--- src/rtl/cfgc_pkg.sv ---
package cfgc_pkg;
  typedef enum logic [1:0] {ST_IDLE, ST_STEP, ST_ADDR, ST_DATA} cfg_st_e;
  localparam logic [3:0] CMD_CFG_RD = 4'hA;
  localparam logic [3:0] CMD_CFG_WR = 4'hB;
endpackage

--- src/rtl/cfgc_addr.sv ---
module cfgc_addr #(
  parameter int NUM_IDSEL = 21
) (
  input  logic [7:0]           bus_i,
  input  logic [4:0]           dev_i,
  input  logic [2:0]           fn_i,
  input  logic [5:0]           reg_i,
  output logic [31:0]          ad_o,
  output logic [NUM_IDSEL-1:0] idsel_o,
  output logic                 type1_o,
  output logic                 local_o
);
  localparam int UPPER_W = 32 - 11;

  assign type1_o = |bus_i;
  assign local_o = !type1_o && (dev_i == 5'd0);
  assign ad_o = type1_o ? {1'b0, 7'b0, bus_i, dev_i, fn_i, reg_i, 2'b01}
                        : {{UPPER_W{1'b1}}, fn_i, reg_i, 2'b00};

  for (genvar g = 0; g < NUM_IDSEL; g++) begin : g_idsel
    assign idsel_o[g] = !type1_o && (dev_i == 5'(g + 1));
  end

  always_comb begin
    p_idsel_onehot_r3: assert ($onehot0(idsel_o));
    p_idsel_type1_r3:  assert (!type1_o || idsel_o == '0);
  end
endmodule

--- src/rtl/cfgc_seq.sv ---
module cfgc_seq
  import cfgc_pkg::*;
#(
  parameter int STEP_CYC   = 2,
  parameter int DEVSEL_WIN = 5
) (
  input  logic clk_i,
  input  logic rst_ni,
  input  logic start_i,
  input  logic local_i,
  input  logic devsel_i,
  input  logic trdy_i,
  input  logic rma_clr_i,
  output logic addr_ph_o,
  output logic data_ph_o,
  output logic frame_o,
  output logic xfer_o,
  output logic busy_o,
  output logic done_o,
  output logic err_o,
  output logic local_o,
  output logic rma_o
);
  localparam int MAXC  = (STEP_CYC > DEVSEL_WIN) ? STEP_CYC : DEVSEL_WIN;
  localparam int CNT_W = $clog2(MAXC + 1);

  cfg_st_e          st_q;
  logic [CNT_W-1:0] cnt_q;
  logic             claimed_q, done_q, err_q, loc_q, rma_q;
  logic             claim_now, abort_now;

  assign claim_now = claimed_q || devsel_i;
  assign xfer_o    = (st_q == ST_DATA) && claim_now && trdy_i;
  assign abort_now = (st_q == ST_DATA) && !claim_now && (cnt_q == CNT_W'(DEVSEL_WIN));

  always_ff @(posedge clk_i or negedge rst_ni) begin
    if (!rst_ni) begin
      st_q      <= ST_IDLE;
      cnt_q     <= '0;
      claimed_q <= 1'b0;
      done_q    <= 1'b0;
      err_q     <= 1'b0;
      loc_q     <= 1'b0;
      rma_q     <= 1'b0;
    end else begin
      done_q <= 1'b0;
      err_q  <= 1'b0;
      loc_q  <= 1'b0;
      if (rma_clr_i) rma_q <= 1'b0;
      unique case (st_q)
        ST_IDLE: begin
          if (start_i) begin
            st_q  <= ST_STEP;
            cnt_q <= '0;
          end else if (local_i) begin
            done_q <= 1'b1;
            loc_q  <= 1'b1;
          end
        end
        ST_STEP: begin
          if (cnt_q == CNT_W'(STEP_CYC - 1)) st_q <= ST_ADDR;
          else cnt_q <= cnt_q + 1'b1;
        end
        ST_ADDR: begin
          st_q      <= ST_DATA;
          cnt_q     <= CNT_W'(1);
          claimed_q <= 1'b0;
        end
        ST_DATA: begin
          if (devsel_i) claimed_q <= 1'b1;
          if (xfer_o) begin
            st_q   <= ST_IDLE;
            done_q <= 1'b1;
          end else if (abort_now) begin
            st_q   <= ST_IDLE;
            done_q <= 1'b1;
            err_q  <= 1'b1;
            rma_q  <= 1'b1;  // set wins over clear
          end else if (!claim_now) begin
            cnt_q <= cnt_q + 1'b1;
          end
        end
        default: st_q <= ST_IDLE;
      endcase
    end
  end

  assign addr_ph_o = (st_q == ST_STEP) || (st_q == ST_ADDR);
  assign data_ph_o = (st_q == ST_DATA);
  assign frame_o   = (st_q == ST_ADDR);
  assign busy_o    = (st_q != ST_IDLE);
  assign done_o    = done_q;
  assign err_o     = err_q;
  assign local_o   = loc_q;
  assign rma_o     = rma_q;

  p_frame_one_clk_r5: assert property (@(posedge clk_i) disable iff (!rst_ni)
    frame_o |=> !frame_o);
  p_step_before_frame_r5: assert property (@(posedge clk_i) disable iff (!rst_ni)
    $rose(frame_o) |-> $past(addr_ph_o));
  p_abort_sets_rma_r8: assert property (@(posedge clk_i) disable iff (!rst_ni)
    (done_o && err_o) |-> rma_o);
  p_done_pulse_r9: assert property (@(posedge clk_i) disable iff (!rst_ni)
    done_o |=> !done_o);
  p_err_with_done_r9: assert property (@(posedge clk_i) disable iff (!rst_ni)
    err_o |-> done_o);
  p_local_not_busy_r4: assert property (@(posedge clk_i) disable iff (!rst_ni)
    local_o |-> (!busy_o && !err_o));
  p_data_after_frame_r7: assert property (@(posedge clk_i) disable iff (!rst_ni)
    frame_o |=> data_ph_o);
endmodule

--- src/rtl/cfg_cycle_gen.sv ---
module cfg_cycle_gen
  import cfgc_pkg::*;
#(
  parameter int NUM_IDSEL  = 21,
  parameter int STEP_CYC   = 2,
  parameter int DEVSEL_WIN = 5
) (
  input  logic                 clk_i,
  input  logic                 rst_ni,
  input  logic                 req_i,
  input  logic                 we_i,
  input  logic [7:0]           bus_i,
  input  logic [4:0]           dev_i,
  input  logic [2:0]           fn_i,
  input  logic [5:0]           reg_i,
  input  logic [31:0]          wdata_i,
  input  logic                 devsel_i,
  input  logic                 trdy_i,
  input  logic [31:0]          rdata_i,
  input  logic                 rma_clr_i,
  output logic [31:0]          ad_o,
  output logic                 ad_oe_o,
  output logic [3:0]           cbe_o,
  output logic                 frame_o,
  output logic                 irdy_o,
  output logic [NUM_IDSEL-1:0] idsel_o,
  output logic                 busy_o,
  output logic                 done_o,
  output logic                 err_o,
  output logic                 local_o,
  output logic [31:0]          rdata_o,
  output logic                 rma_o
);
  logic [31:0]          ad_c, ad_q, wdata_q, rdata_q;
  logic [NUM_IDSEL-1:0] idsel_c, idsel_q;
  logic                 type1_c, local_c, we_q;
  logic                 accept, addr_ph, data_ph, xfer;

  cfgc_addr #(.NUM_IDSEL(NUM_IDSEL)) u_addr (
    .bus_i(bus_i), .dev_i(dev_i), .fn_i(fn_i), .reg_i(reg_i),
    .ad_o(ad_c), .idsel_o(idsel_c), .type1_o(type1_c), .local_o(local_c)
  );

  assign accept = req_i && !busy_o;

  cfgc_seq #(.STEP_CYC(STEP_CYC), .DEVSEL_WIN(DEVSEL_WIN)) u_seq (
    .clk_i(clk_i), .rst_ni(rst_ni),
    .start_i(accept && !local_c), .local_i(accept && local_c),
    .devsel_i(devsel_i), .trdy_i(trdy_i), .rma_clr_i(rma_clr_i),
    .addr_ph_o(addr_ph), .data_ph_o(data_ph), .frame_o(frame_o), .xfer_o(xfer),
    .busy_o(busy_o), .done_o(done_o), .err_o(err_o), .local_o(local_o),
    .rma_o(rma_o)
  );

  always_ff @(posedge clk_i or negedge rst_ni) begin
    if (!rst_ni) begin
      ad_q    <= '0;
      idsel_q <= '0;
      we_q    <= 1'b0;
      wdata_q <= '0;
      rdata_q <= '0;
    end else begin
      if (accept && !local_c) begin
        ad_q    <= ad_c;
        idsel_q <= idsel_c;
        we_q    <= we_i;
        wdata_q <= wdata_i;
      end
      if (xfer && !we_q) rdata_q <= rdata_i;
    end
  end

  assign ad_oe_o = addr_ph || (data_ph && we_q);
  assign ad_o    = addr_ph ? ad_q : ((data_ph && we_q) ? wdata_q : '0);
  assign cbe_o   = addr_ph ? (we_q ? CMD_CFG_WR : CMD_CFG_RD) : 4'h0;
  assign idsel_o = addr_ph ? idsel_q : '0;
  assign irdy_o  = data_ph;
  assign rdata_o = rdata_q;

  p_req_ignored_r10: assert property (@(posedge clk_i) disable iff (!rst_ni)
    (busy_o && $past(busy_o)) |-> $stable(ad_q));
  p_idsel_addr_only_r3: assert property (@(posedge clk_i) disable iff (!rst_ni)
    !addr_ph |-> (idsel_o == '0));
endmodule

--- config.mk ---
export PLATFORM = sky130hd
export DESIGN_NAME = cfg_cycle_gen
export DESIGN_NICKNAME = d
export VERILOG_FILES = /design/src/rtl/cfgc_pkg.sv /design/src/rtl/cfgc_addr.sv /design/src/rtl/cfgc_seq.sv /design/src/rtl/cfg_cycle_gen.sv
export SDC_FILE = /design/constraint.sdc
export NUM_CORES = 1
export LEC_CHECK = 0
export CAP_MARGIN = 20
export CORE_ASPECT_RATIO = 1.4
export CORE_MARGIN = 5
export CORE_UTILIZATION = 58
export CTS_BUF_LIST = sky130_fd_sc_hd__clkbuf_8 sky130_fd_sc_hd__clkbuf_16
export CTS_CLUSTER_SIZE = 20
export DETAILED_ROUTE_END_ITERATION = 10
export DONT_BUFFER_PORTS = 1
export HOLD_SLACK_MARGIN = 0.05
export PLACE_DENSITY = 0.74
export SYNTH_ARGS = -nofsm -noshare
export SYNTH_HDL_FRONTEND = slang
export SYNTH_HIERARCHICAL = 1
export SYNTH_SLANG_ARGS = --single-unit
--- constraint.sdc ---
create_clock -name clk_i -period 2.1 [get_ports clk_i]
set_input_delay 0.21 -clock clk_i [delete_from_list [all_inputs] [get_ports clk_i]]
set_output_delay 0.21 -clock clk_i [all_outputs]
set_load 0.01 [all_outputs]
==> results.py, run 1 <==
metrics = {
    "logic_synthesis": {
        "synth-compound-area-share_pct": 5.632,
        "ys_top_cells_by_count": "128 x dfrtp_1, 88 x mux2_2, 36 x nand2_1, 35 x o21ai_0, 33 x nand3_1",
        "muxShareOfSynthArea_pct": 21.45,
        "synth_fa_ha_area_share_pct": 1.393,
        "ys.flop_type": "dfrtp_1",
        "synth_nets": 638,
        "synth_top_cell_by_area": "dfrtp_1",
        "yosys.area.top_type_share_pct": 50.95,
        "synth.area.top_cells": "dfrtp_1 51%, mux2_2 16%, mux2_1 5.4%",
        "syn_inst": 538,
        "yosys_warnings": 6,
        "avgSynthCellArea_um2": 11.69,
        "netlist_area_um2": 6287,
        "synth-edff-count": 0,
        "synth-async-reset-ratio_pct": 100.0,
        "ys_seq_area_share_pct": 50.95,
        "ys_types": 43,
        "synth-simple-area-share_pct": 13.39,
        "synthXorXnorAreaFrac_pct": 0,
        "ys_ff_latch": 128,
        "synth_top_family_by_area": "multiplexers",
        "synth.most_common_cell": "dfrtp_1",
    },
    "final_layout": {
        "utilization_pct": 72.64,
        "syn2layout_area_growth_pct": 24.24,
        "finalNetCount": 695,
        "seqCellArea_um2": 3204,
        "drive_gt1_share_pct": 25.33,
        "multiInputGateArea_um2": 2705,
        "fill_cells": 717,
    },
    "global_routing": {
        "grt_first_pass_wirelength_um": 24280,
        "grt_max_degree": 129,
        "grt_overflow_total": 0,
        "grt_pass1_vias": 4566,
        "antenna_found_initial": 1,
        "grt_usage_pct": 23.46,
    },
    "routing": {
        "ant_nets": 0,
        "drt_first_pass_iters": 4,
        "drtIter0Drc": 230,
        "drc": 0,
        "vias": 4328,
        "wl_per_cell_um": 20.19,
        "vias_per_cell": 5.771,
        "wl_um": 15150,
    },
    "worst_hold_path": {
        "hold_class": "input port to async pin",
    },
    "clock_network": {
        "post_cts_buffers": 0,
        "postCtsHoldBufs": 85,
        "cts_tree": "built",
        "clk_path_buf_depth": 2,
        "cts.sinks": 128,
        "cts.htree.levels": 4,
        "cts_buffers": 17,
        "clk_pin_slew_ns": 0.06,
        "clk_latency_ns": 0.41,
        "cts_root_buffer": "clkbuf_16",
    },
    "setup_path": {
        "crit_required_ns": 1.89,
        "startpoint_type": "flip-flop",
        "worstSetupPathType": "flip-flop to output port",
        "slowest_stage": "dfrtp_1",
        "cp_num_buf_inv": 2,
        "crit_chain": "inv_1 > ha_4 > clkbuf_16 > o21ai_0",
        "critical-path-max-stage-delay_ns": 0.41,
        "cp-end-kind": "output port",
        "arrival_ns": 1.83,
        "cp_top_family": "flip-flops",
        "crit_fanout": 31,
    },
    "pwr": {
        "cellLeakagePower_nw": 3.345,
        "power_density_nw_per_um2": 1446,
        "ir_drop_mv": 0.9067,
    },
    "run_status": {
        "status": "finished with violations",
        "violations": "hold timing",
    },
    "timing": {
        "clock.fmax_mhz": 490.1,
        "final_max_slew_viol_count": 0,
        "finalSetupTns_ns": 0,
        "finClkSkew_ns": 0.008508,
        "min_period_ns": 2.041,
        "post-route-period-util_pct": 97.17,
        "hold_slack_ns": -0.4994,
        "rsz0062_at_grt": "true",
        "finalHoldViolations": 128,
        "setup_viol": 0,
    },
    "floorplan": {
        "die_h_um": 133.2,
        "die_area_um2": 13050,
        "coreArea_um2": 10750,
        "initial_utilization_pct": 58.46,
        "ios": 190,
        "die_x_um": 98.00,
        "rows": 45,
    },
    "job": {
        "cap_viol_max_count": 0,
    },
    "placed_design": {
        "dp.final_hpwl_um": 9015,
        "place_congestion": 0.8219,
        "portBuffers": 0,
    },
}
[layout make-up]
type                    count  share of cell area, %
flip-flops and latches    128                  41.02
multi-input cells         337                  34.63
repair buffers            103                  13.81
clock buffers              18                  5.622
well taps                 141                  2.259
clock inverters            14                  2.243
inverters                   8                 0.3844
diodes                      1                0.03204
[layer usage]
metal  routed length, µm  GRT usage [%]
met2                7910          39.85
met5                   0              0
met4                 297          10.16
met3                1183          7.910
met1                5755          26.85
[cell families after synthesis]
logic type                 after synthesis
other                                    2
AOI/OAI and AO/OA                       59
buffers and inverters                   73
muxes                                  120
DFF                                    128
adders and majority gates                7
and+or+nand+nor                        149
[report_power, final]
group          internal (mW)  leakage (nW)  total, mW  switching, mW
clock                   1.99         0.315       3.04           1.04
combinational           1.85          1.44       4.09           2.24
sequential              3.40          1.60       4.17          0.768
total                   7.25          3.35       11.3           4.05
[sequential cells by signal, summed over array words and instances (netlist names)]
| register | cells |
|---|---|
| u_seq/done_o | 1 |
| ad_q | 32 |
| u_seq/err_o | 1 |
| u_seq/rma_o | 1 |
| u_seq/st_q | 2 |
| u_seq/local_o | 1 |
| wdata_q | 32 |
| rdata_o | 32 |
| we_q | 1 |
| u_seq/claimed_q | 1 |
| idsel_q | 21 |
| u_seq/cnt_q | 3 |
[layout by cell type (no fill, tap or decap), types with 6 or more instances in the layout]
cell           synthesis  final
dfrtp_1              128    127
mux2_2                88     88
dlygate4sd3_1          0     85
nand2_1               36     36
nand3_1               33     33
o21ai_1                2     29
mux2_1                30     26
and2_1                23     23
nor4_1                21     20
clkbuf_16              0     18
o21bai_1              14     14
inv_1                  8     12
buf_4                 26     11
o21ai_0               35      8
nor2_1                 7      7
buf_12                 0      6
[final timing paths]
kind / from / end / slack (ns) / cells past startpoint
max in group asynchronous: rst_ni / wdata_q[2] / 2.45 / 0
setup / recovery: u_seq/st_q[1] / ad_o[4] / 0.06 / 4
hold reg to reg: wdata_q[26] / wdata_q[26] / 0.48 / 1
hold / removal: rst_ni / rdata_o[15] / -0.50 / 0
min in group clk_i: dev_i[1] / ad_q[12] / 0.06 / 2
setup reg to reg: u_seq/st_q[1] / ad_q[31] / 0.12 / 6
[through the flow]
step,hold slack [ns],power (mW),worst slack (ns),instances,area [µm²]
2_1_floorplan,-0.08559,6.849,-0.09038,538,6340
3_3_place_gp,-0.08159,7.603,0.1384,631,6295
3_5_place_dp,-0.08123,7.784,0.09328,631,6295
4_1_cts,-0.5225,11.03,-0.03496,748,7764
5_1_grt,-0.5239,11.96,-0.007724,750,7811
6_report,-0.4994,11.30,0.05945,750,7811
[timing repair]
action                                 in CTS  in global routing
cloned                                      0                  1
gates resized for setup                     7                 25
endpoints found under the hold margin     213                128
setup endpoints to repair                  11                 32
Power figures use the tool's default switching activity.
==> inputs of run 2 (changes only) <==
CELL_PAD_IN_SITES_DETAIL_PLACEMENT = 0   (was default)
CELL_PAD_IN_SITES_GLOBAL_PLACEMENT = 2   (was default)
CORE_UTILIZATION = 36   (was 58)
GPL_TIMING_DRIVEN = 0   (was default)
PLACE_DENSITY = 0.73   (was 0.74)
==> results.py, run 2 (synthesized netlist as in run 1, its figures left out) <==
metrics = {
    "final_layout": {
        "layout_commonest_cell": "dfrtp_1",
        "finalNetCount": 755,
        "drive_gt1_share_pct": 35.63,
        "final_cell_mix": "126 x dfrtp_1, 88 x mux2_2, 84 x dlygate4sd3_1",
        "antenna_cells": 0,
        "syn2layout_area_growth_pct": 35.28,
    },
    "clock_network": {
        "cts.sinks": 128,
        "clk_path_buf_depth": 2,
        "cts_root_buffer": "clkbuf_16",
        "postCtsHoldBufs": 84,
        "clk_latency_ns": 0.42,
        "cts_buffers": 17,
        "cts_tree": "built",
        "clk_pin_slew_ns": 0.06,
        "cts.htree.levels": 4,
    },
    "setup_path": {
        "crit_chain": "inv_4 > ha_4 > clkinvlp_4 > nor3b_4 > buf_6 > buf_12 > nor2b_4 > a221o_1 > o21ai_1 > o31ai_1",
        "crit_required_ns": 2.40,
        "critical-path-max-stage-delay_ns": 0.45,
        "slowest_stage": "dfrtp_2",
        "startpoint_type": "flip-flop",
        "cp_top_family": "compound AO/OA/AOI/OAI gates",
        "crit_fanout": 6,
        "cp_num_buf_inv": 4,
        "startpoint": "u_seq/st_q[0]",
        "arrival_ns": 2.42,
        "regToRegStartpoint": "u_seq/st_q[0]",
        "r2r_slack_ns": -0.01,
        "worstSetupPathType": "flip-flop to flip-flop",
        "cp-end-kind": "flip-flop",
    },
    "timing": {
        "rsz0062_at_grt": "true",
        "setup_slack_ns": -0.01295,
        "relSlewSlack_pct": 62.38,
        "setup_viol": 2,
        "worst_pin_slew_ns": 0.5623,
        "clock.fmax_mhz": 473.3,
        "post-route-period-util_pct": 100.6,
        "final_max_slew_viol_count": 0,
        "finClkSkew_ns": 0.01404,
        "finalHoldViolations": 128,
        "min_period_ns": 2.113,
        "hold_slack_ns": -0.5112,
    },
    "placed_design": {
        "place_ws_ns": -0.5996,
        "portBuffers": 0,
        "place_congestion": 0.7738,
        "dp.final_hpwl_um": 12210,
    },
    "routing": {
        "wl_um": 17570,
        "wl_per_cell_um": 19.43,
        "ant_nets": 0,
        "drc": 0,
        "vias_per_cell": 4.999,
        "drt_first_pass_iters": 4,
        "vias": 4519,
        "drtIter0Drc": 159,
    },
    "run_status": {
        "status": "finished with violations",
        "violations": "hold timing, setup timing",
    },
    "floorplan": {
        "die_area_um2": 20250,
        "ios": 190,
        "rows": 57,
        "initial_utilization_pct": 36.43,
        "die_x_um": 121.7,
        "die_h_um": 166.4,
        "coreArea_um2": 17260,
    },
    "global_routing": {
        "grt_first_pass_wirelength_um": 27500,
        "antenna_found_initial": 0,
        "grt_pass1_vias": 4955,
        "grt_overflow_total": 0,
        "grt_max_degree": 129,
        "grt_usage_pct": 17.58,
    },
    "pwr": {
        "cellLeakagePower_nw": 3.627,
        "ir_drop_mv": 0.6684,
        "power_density_nw_per_um2": 1443,
        "finalPower_mw": 12.28,
    },
    "worst_hold_path": {
        "hold_class": "input port to async pin",
    },
    "job": {
        "cap_viol_max_count": 0,
    },
}
run 2: changes by cell type in the layout (fill, tap and decap cells not counted), sizes merged, moves of 2 or more:
cell	before	now
clkbuf	19	36
clkinvlp	1	5
inv	12	10
buf	17	61
run 2: layer usage:
layer	global-route usage (%)	up-vias	wire length, µm
li1	-	2111	-
met1	19.87	2245	6844
met2	30.54	139	9160
met3	5.690	24	1164
met4	6.631	0	397
met5	0	-	0
run 2: worst paths after layout:
path,end,cells after the start
max,u_seq/cnt_q[2],10
min,idsel_q[2],0
max reg2reg,u_seq/cnt_q[2],10
min reg2reg,ad_q[1],1
max in group asynchronous,u_seq/st_q[0],0
min in group clk_i,u_seq/local_o,2
run 2: power by group:
part / internal (mW) / total [mW] / switching, mW / leakage, nW
clock: 1.89 / 3.04 / 1.15 / 0.290
combinational: 2.27 / 5.08 / 2.81 / 1.74
sequential: 3.40 / 4.16 / 0.758 / 1.59
run 2: final cells by class:
type	count	area (µm²)
clock buffers	18	439.2
multi-input cells	337	2899
plain buffers	64	515.5
clock inverters	14	165.2
flip-flops and latches	128	3206
inverters	8	36.28
fillers	1597	8753
repair buffers	99	949.7
well taps	236	295.3
run 2: worst register-to-register path: cells and delay by family, from the launching register on:
family,cells,cell delay [ns]
compound gates,3,0.58
buf+inv,4,0.49
flops,1,0.45
simple gates,2,0.34
fa+ha+maj,1,0.15
run 2: metrics by stage:
stage                     cell area (µm²)  setup TNS (ns)  utilization (%)  instances
after floorplan                      6340         -0.3788                -        538
after global placement               6635          -31.41            38.44        774
after detailed placement             6635          -34.91            38.44        774
after CTS                            8444         -0.4061            48.93        902
after global routing                 8506          -1.324            49.28        904
final                                8506        -0.01341            49.28        904
run 2: timing repair:
| item | CTS | global route |
|---|---|---|
| hold endpoints to repair | 212 | 128 |
| pin swaps | 6 | 7 |
| endpoints found under the setup margin | 178 | 135 |
| buffers inserted | 13 | 2 |
| gates resized for setup | 104 | 20 |
